===== src/rtl/dbq_pkg.sv =====
package dbq_pkg;

    typedef enum logic [1:0] {
        PH_WAIT  = 2'd0,
        PH_ACKED = 2'd1,
        PH_CLEAR = 2'd2
    } phase_e;

    typedef struct packed {
        logic   valid;
        logic   has_data;
        logic   aged;
        phase_e phase;
    } slot_t;

endpackage


===== src/rtl/dbq_tenure_queue.sv =====
module dbq_tenure_queue
    import dbq_pkg::*;
#(
    parameter int DEPTH = 2
) (
    input  logic clk,
    input  logic rst,
    input  logic ts_i,
    input  logic addr_only_i,
    input  logic aack_i,
    input  logic artry_i,
    input  logic pop_i,
    output logic head_ready_o,
    output logic head_retry_o
);
    localparam int IW = $clog2(DEPTH + 1);

    typedef struct packed {
        slot_t [DEPTH-1:0] slot;
    } q_state_t;

    q_state_t q_d, q_q;
    logic [DEPTH-1:0] ack_hit, retry_hit;
    logic ack_found, retry_found;
    logic [IW-1:0] wr;
    slot_t s;

    always_comb begin
        ack_hit     = '0;
        retry_hit   = '0;
        ack_found   = 1'b0;
        retry_found = 1'b0;
        for (int i = 0; i < DEPTH; i++) begin
            if (!ack_found && q_q.slot[i].valid && q_q.slot[i].phase == PH_WAIT) begin
                ack_hit[i] = aack_i;
                ack_found  = 1'b1;
            end
            if (!retry_found && q_q.slot[i].valid &&
                ((q_q.slot[i].phase == PH_WAIT && q_q.slot[i].aged) ||
                 q_q.slot[i].phase == PH_ACKED)) begin
                retry_hit[i] = artry_i;
                retry_found  = 1'b1;
            end
        end

        head_ready_o = q_q.slot[0].valid && q_q.slot[0].has_data &&
                       q_q.slot[0].phase != PH_WAIT;
        head_retry_o = retry_hit[0];

        q_d = '0;
        wr  = '0;
        s   = '0;
        for (int i = 0; i < DEPTH; i++) begin
            s = q_q.slot[i];
            if (s.valid && !retry_hit[i] && !(i == 0 && pop_i) &&
                !(!s.has_data && s.phase == PH_CLEAR)) begin
                if (s.phase == PH_WAIT) begin
                    s.aged = 1'b1;
                    if (ack_hit[i]) s.phase = PH_ACKED;
                end else if (s.phase == PH_ACKED) begin
                    s.phase = PH_CLEAR;
                end
                q_d.slot[wr] = s;
                wr = wr + 1'b1;
            end
        end
        if (ts_i && wr < IW'(DEPTH)) begin
            q_d.slot[wr] = '{valid: 1'b1, has_data: !addr_only_i,
                             aged: 1'b0, phase: PH_WAIT};
        end
    end

    always_ff @(posedge clk) begin
        if (rst) q_q <= '0;
        else     q_q <= q_d;
    end

endmodule


===== src/rtl/dbq_data_owner.sv =====
module dbq_data_owner (
    input  logic clk,
    input  logic rst,
    input  logic head_ready_i,
    input  logic head_retry_i,
    input  logic dbg_i,
    input  logic dbb_i,
    input  logic done_i,
    output logic qual_grant_o,
    output logic data_start_o,
    output logic busy_o
);
    typedef struct packed {
        logic busy;
        logic start;
    } own_t;

    own_t own_d, own_q;
    logic qual;

    always_comb begin
        qual = head_ready_i && !head_retry_i && dbg_i && !dbb_i && !own_q.busy;
        own_d.start = qual;
        own_d.busy  = qual || (own_q.busy && !done_i);
    end

    always_ff @(posedge clk) begin
        if (rst) own_q <= '0;
        else     own_q <= own_d;
    end

    assign qual_grant_o = qual;
    assign data_start_o = own_q.start;
    assign busy_o       = own_q.busy;

endmodule


===== src/rtl/dbq_grant_qualifier.sv =====
module dbq_grant_qualifier #(
    parameter int DEPTH = 2
) (
    input  logic clk,
    input  logic rst,
    input  logic ts_i,
    input  logic addr_only_i,
    input  logic aack_i,
    input  logic artry_i,
    input  logic dbg_i,
    input  logic dbb_i,
    input  logic data_done_i,
    output logic qual_grant_o,
    output logic data_start_o,
    output logic dbb_o
);
    logic head_ready, head_retry, grant;

    dbq_tenure_queue #(.DEPTH(DEPTH)) u_queue (
        .clk          (clk),
        .rst          (rst),
        .ts_i         (ts_i),
        .addr_only_i  (addr_only_i),
        .aack_i       (aack_i),
        .artry_i      (artry_i),
        .pop_i        (grant),
        .head_ready_o (head_ready),
        .head_retry_o (head_retry)
    );

    dbq_data_owner u_owner (
        .clk          (clk),
        .rst          (rst),
        .head_ready_i (head_ready),
        .head_retry_i (head_retry),
        .dbg_i        (dbg_i),
        .dbb_i        (dbb_i),
        .done_i       (data_done_i),
        .qual_grant_o (grant),
        .data_start_o (data_start_o),
        .busy_o       (dbb_o)
    );

    assign qual_grant_o = grant;

endmodule


===== config.mk =====
export PLATFORM = sky130hd
export DESIGN_NAME = dbq_grant_qualifier
export DESIGN_NICKNAME = d
export VERILOG_FILES = /design/src/rtl/dbq_pkg.sv /design/src/rtl/dbq_tenure_queue.sv /design/src/rtl/dbq_data_owner.sv /design/src/rtl/dbq_grant_qualifier.sv
export SDC_FILE = /design/constraint.sdc
export NUM_CORES = 1
export LEC_CHECK = 0
export BUFFER_PORTS_ARGS = -buffer_cell sky130_fd_sc_hd__buf_2
export CAP_MARGIN = 20
export CORE_UTILIZATION = 45
export DETAILED_ROUTE_END_ITERATION = 7
export PLACE_DENSITY = 0.76
export REMOVE_ABC_BUFFERS = 1
export SYNTH_ARGS = -nofsm -noshare
export SYNTH_HDL_FRONTEND = slang
export SYNTH_HIERARCHICAL = 1
export SYNTH_SLANG_ARGS = --single-unit

===== constraint.sdc =====
create_clock -name clk -period 6.8 [get_ports clk]
set_input_delay 0.34 -clock clk [delete_from_list [all_inputs] [get_ports clk]]
set_output_delay 0.34 -clock clk [all_outputs]
set_load 0.01 [all_outputs]

; Yosys cells after proc, flatten, opt, wreduce, memory -nomap -nowiden
; Cells that the tools add are included.
[word_totals]
ff_bits = 12
in_bits = 9
out_inout_bits = 3
word_cells = 91
[op_classes]
add_sub_neg = 1
order_cmp = 5
n_eq_ne = 4
n_mux = 27
reduce_logical = 44
[op_table]
columns = operator, n
row1 = $logic_and 1x1->1, 25
row2 = $bwmux 10, 2
row3 = $mux 10, 2
row4 = $mux 2, 8
row5 = $mux 5, 3
row6 = $logic_not 1->1, 13
row7 = $demux 5 s1, 2
row8 = $mux 1, 10
row9 = $eq 2x1->1 const B, 2
row10 = $eq 2x2->1 const B, 2
row11 = $logic_not 2->1, 2
row12 = $lt 2x2->1 const B, 2
row13 = $logic_or 1x1->1, 3
row14 = $add 1x1->2 const B, 1
row15 = $ge 2x1->1 const B, 1
row16 = $lt 1x2->1 const B, 1
row17 = $reduce_bool 2->1, 1
row18 = $ge 1x1->1 const B, 1

; Longest topological paths before layout
[logic_depth]
ltp_word = 22
mapped_depth = 12
ltp_nobuf = 12

; Modules after synthesis
; The synthesis kept the hierarchy.
[modules_own_cells]
columns = module, instances, cells_each, area_per_inst_um2, seq_area_each_um2
row1 = dbq_tenure_queue, 1, 64, 583.1, 200.2
row2 = dbq_data_owner, 1, 8, 86.3, 40.0

; Least setup slack after synthesis
; OpenSTA, ideal clock, no wires.
[synth_timing]
kind = register to register
startpoint = register u_queue/q_q[0] (netlist bit)
endpoint = register u_queue/q_q[6] (netlist bit)
arrival_time_ns = 2.488
t_required_ns = 6.676
slack_ns = 4.188
path_stages_with_launch = 13
path_buffers = 0
period_less_slack_ns = 2.612
cell_sequence = dfxtp_1 > nor2_2 > nor3b_1 > or3b_1 > nor3b_2 > and2b_1 > o221ai_4 > inv_1 > ha_1 > nor2b_1 > a21oi_1 > and4b_1 > nor2b_4
[synth_via]
elab_chain_len = 22
[synth_rtl]
columns = item, line_no
row1 = start: declaration, dbq_tenure_queue.sv:22  ; q_state_t q_d, q_q;
row2 = start signal: assignment, dbq_tenure_queue.sv:75  ; else q_q <= q_d;
row3 = $logic_not 2->1, dbq_tenure_queue.sv:39  ; ((q_q.slot[i].phase == PH_WAIT && q_q.slot[i].aged) ||
row4 = $logic_and 1x1->1, dbq_tenure_queue.sv:39
row5 = $logic_or 1x1->1 (*), dbq_tenure_queue.sv:39
row6 = $logic_and 1x1->1 (*), dbq_tenure_queue.sv:38  ; if (!retry_found && q_q.slot[i].valid &&
row7 = $mux 1 (*), dbq_tenure_queue.sv:38
row8 = net head_retry, dbq_grant_qualifier.sv:17  ; logic head_ready, head_retry, grant;
row9 = $logic_not 1->1 (*), dbq_data_owner.sv:22  ; qual = head_ready_i && !head_retry_i && dbg_i && !dbb_i && !own_q.busy;
row10 = $logic_and 1x1->1 (*) (4 in series), dbq_data_owner.sv:22
row11 = net qual_grant_o, dbq_grant_qualifier.sv:13  ; output logic qual_grant_o,
row12 = [... 4 more ...], --
row13 = "$add 1x1->2, or another cell as far along", dbq_tenure_queue.sv:64  ; wr = wr + 1'b1;
row14 = $mux 2 / $logic_and 1x1->1 (equally long branches), "dbq_tenure_queue.sv:55, dbq_tenure_queue.sv:63"
row15 = "$ge 2x1->1 (implied by the code), or another cell as far along", dbq_tenure_queue.sv:68  ; q_d.slot[wr] = '{valid: 1'b1, has_data: !addr_only_i,
row16 = $logic_and 1x1->1 (implied by the code) / $demux 5 s1 (equally long branches), --
row17 = $mux 5 (implied by the code) / $bwmux 10 (equally long branches), "dbq_tenure_queue.sv:68, dbq_tenure_queue.sv:63"
row18 = $demux 5 s1 / $mux 10 (equally long branches), --
row19 = $bwmux 10, dbq_tenure_queue.sv:68
row20 = $mux 10 (*), dbq_tenure_queue.sv:67  ; if (ts_i && wr < IW'(DEPTH)) begin
; The timed path passes the listed nets; every way through them passes the cells marked *. The select of a mux whose other input is x is not followed.
; A chain may end at the register's enable or synchronous reset.

; Worst setup path after layout
[layout_timing]
startpoint = register u_queue/q_q[0] (netlist bit)
endpoint = register u_queue/q_q[6] (netlist bit)
[layout_via]
elab_chain_len = 22
[layout_rtl]
columns = item, line_no
row1 = $logic_not 2->1, dbq_tenure_queue.sv:39
row2 = $logic_and 1x1->1, dbq_tenure_queue.sv:39
row3 = $logic_or 1x1->1 (*), dbq_tenure_queue.sv:39
row4 = $logic_and 1x1->1 (*), dbq_tenure_queue.sv:38
row5 = $mux 1 (*), dbq_tenure_queue.sv:38
row6 = net head_retry, dbq_grant_qualifier.sv:17
row7 = $logic_not 1->1 (*), "dbq_tenure_queue.sv:55, dbq_data_owner.sv:22"
row8 = $logic_and 1x1->1 (4 in series), dbq_data_owner.sv:22
row9 = [... 4 more ...], --
row10 = "$add 1x1->2, or another cell as far along", dbq_tenure_queue.sv:64
row11 = $mux 2 / $logic_and 1x1->1 (equally long branches), "dbq_tenure_queue.sv:55, dbq_tenure_queue.sv:63"
row12 = "$ge 2x1->1 (implied by the code), or another cell as far along", dbq_tenure_queue.sv:68
row13 = $logic_and 1x1->1 (implied by the code) / $demux 5 s1 (equally long branches), --
row14 = $mux 5 (implied by the code) / $bwmux 10 (equally long branches), "dbq_tenure_queue.sv:68, dbq_tenure_queue.sv:63"
row15 = $demux 5 s1 / $mux 10 (equally long branches), --
row16 = $bwmux 10, dbq_tenure_queue.sv:68
row17 = $mux 10 (*), dbq_tenure_queue.sv:67
; Marked as above.

==> impl_metrics.tcl <==
set metrics [dict create \
    status "finished, final reports clean" \
    min_period_ns 2.77 \
    grt_pass1_wl_mm 1.88 \
    cpLargestDelayFamily "simple AND/OR/NAND/NOR gates" \
    leakagePower_nw 0.300 \
    vias_per_cell 5.81 \
    max_stage_delay_ns 0.44 \
    cellPowerDensity_nw_per_um2 215 \
    maxSlewViolCount 0 \
    first_pass_iters 4 \
    drt_wl_total_mm 1.29 \
    cp.arrival_ns 2.92 \
    ys_top_cells_by_area "dfxtp_1 36%, a21oi_1 4.5%, o211ai_1 4.5%" \
    final_cell_mix "12 x dfxtp_1, 11 x buf_2, 6 x a21oi_1" \
    gp_congestion 0.807 \
    io_pins 12 \
    grt_pass1_vias 473 \
    dr.first_iter.drc_count 9 \
    finalSetupTns_ns 0 \
    yosys_warnings 6 \
    fp.dieH_um 40.6 \
    clock-sinks 12 \
    num_rows 13 \
    post_cts_resize_count 0 \
    dp_hpwl_mm 1.01 \
    cp.required_ns 6.95 \
    die_x_um 40.6 \
    finalNetCount 99 \
    clk_path_buf_depth 2 \
    syn2layout_area_growth_pct 14.4 \
    p_total_mw 0.164 \
    finClkSkew_ns 0.00798 \
    fin_crit_sh 0.407 \
    antenna_found_initial 0 \
    drv_cap 0 \
    rsz0062_at_grt "false" \
    fmax_mhz 361 \
    cts.htree.levels 1 \
    drc_errors 0 \
    hold_violations 0 \
    clk_pin_slew_ns 0.07 \
    cts_tree "yes" \
    post-cts-setup-buffers 0 \
    die-area_um2 1650 \
    start_util 0.496 \
    path_buf_inv 1 \
    syn_area_per_cell_um2 9.30 \
    final_common_cell "dfxtp_1" \
    synth-seq-cells 12 \
    track_usage 0.180 \
    crit_slowest_cell "or3b_1" \
    r2r_setup_slack_ns 4.03 \
    overflow 0 \
    synth_top_area_share 0.359 \
    clock_latency_ns 0.27 \
    synth_seq_area_share 0.359 \
    ant_nets 0 \
    endpoint_kind "flip-flop" \
    core_um2 1350 \
    crit_chain "nor2_2 -> nor3b_1 -> or3b_1 -> nor3b_2 -> and2b_1 -> o221ai_4 -> inv_1 -> ha_1 -> nor2b_1 -> a21oi_1 -> and4b_1 -> nor2b_4" \
    tightest_slew_ns 0.360 \
    layout-drive-gt1-share 0.244 \
    netlist_area_um2 669 \
    wl_per_cell_um 12.8 \
    setup_viol 0 \
    synth_cells 72 \
    portBuffers 11 \
    hold_buffers 0 \
    cts-buffers-inserted 3 \
    vias 587 \
    critPathLaunchType "flip-flop" \
    crit_type "reg -> reg" \
    grt_start_max_net_pins 11 \
    yosysTopAreaCell "dfxtp_1" \
    max-vdd-ir-drop_v 0.000121 \
    crit_fanout 10 \
    synth_cell_types 32 \
    slew_headroom 0.759 \
    hold_class "in -> reg" \
    root_buffer "clkbuf_4" \
    diodes 0 \
]
==> power breakdown <==
part           internal, mW  switching, mW
clock                0.0205         0.0211
combinational        0.0170         0.0245
sequential           0.0757        0.00563
==> logic make-up (layout without fill, tap and decap cells) <==
logic type	count (synthesis)	in the layout	synth area share
flops	12	12	0.359
fa+ha+maj	2	2	0.0374
buf+inv	4	18	0.0224
simple gates	28	28	0.277
compound gates	26	26	0.305
==> flip-flops by register name (all words and copies together), names as in the netlist <==
name	cells
u_owner/busy_o	1
u_queue/q_q	10
u_owner/data_start_o	1
==> final timing paths <==
path                            depth (start not counted)                 startpoint                   endpoint
worst max-delay path                                   12  u_queue/q_q[0]$_SDFF_PP0_  u_queue/q_q[6]$_SDFF_PP0_
worst min-delay path                                    2                data_done_i  u_owner/busy_o$_SDFF_PP0_
worst max register to register                         12  u_queue/q_q[0]$_SDFF_PP0_  u_queue/q_q[6]$_SDFF_PP0_
worst min register to register                          2  u_queue/q_q[9]$_SDFF_PP0_  u_queue/q_q[3]$_SDFF_PP0_
==> synthesized netlist by cell type <==
cell / n
nand4_1: 1
a21oi_1: 6
nand2_1: 4
and2_1: 1
a21o_1: 1
o31ai_1: 1
a31oi_1: 2
o32ai_1: 2
and3_1: 1
nor3b_1: 1
or2_2: 1
nor2b_1: 2
nor3b_2: 1
ha_1: 2
a21boi_2: 1
o211ai_1: 4
o2111a_1: 1
nor2_1: 4
nor2b_4: 1
or3b_1: 2
dfxtp_1: 12
and2b_1: 1
o221ai_2: 1
o21ai_0: 4
and4b_1: 1
o21a_1: 2
inv_1: 4
o221ai_4: 1
nor2_2: 1
nand2b_1: 3
and3b_1: 1
nand3b_1: 2
==> per-stage QoR <==
stage                     hold slack [ns]  cells  area (µm²)  worst slack (ns)   util
after floorplan                     0.409     72         669              4.19      -
after global placement              0.497     98         743              4.05  0.551
after detailed placement            0.501     98         743              4.03  0.551
after CTS                           0.262    101         766              4.00  0.567
after global routing                0.260    101         766              3.85  0.567
final                               0.265    101         766              4.03  0.567
==> worst reg2reg max path, stage by stage (launching register included) <==
cell and delay (ns):
dfxtp_1 0.36, nor2_2 0.28, nor3b_1 0.10, or3b_1 0.44, nor3b_2 0.22, and2b_1 0.25
o221ai_4 0.14, inv_1 0.08, ha_1 0.21, nor2b_1 0.14, a21oi_1 0.08, and4b_1 0.23
nor2b_4 0.13
==> metal layers <==
metal / track usage / vias to the layer above / part of all wire
met5: 0 / - / 0
met4: 0.0250 / 0 / 0
met3: 0.100 / 0 / 0.062
met2: 0.306 / 19 / 0.47
met1: 0.200 / 268 / 0.47
li1: - / 300 / -
==> area by class of cell <==
cell class	count	area, µm²
clock buffers	3	22.5
fillers	140	584
inverters	4	15.0
multi-input cells	56	414
flip-flops and latches	12	240
well taps	15	18.8
repair buffers	11	55.1
No activity file was read; power rests on OpenSTA's default activity.
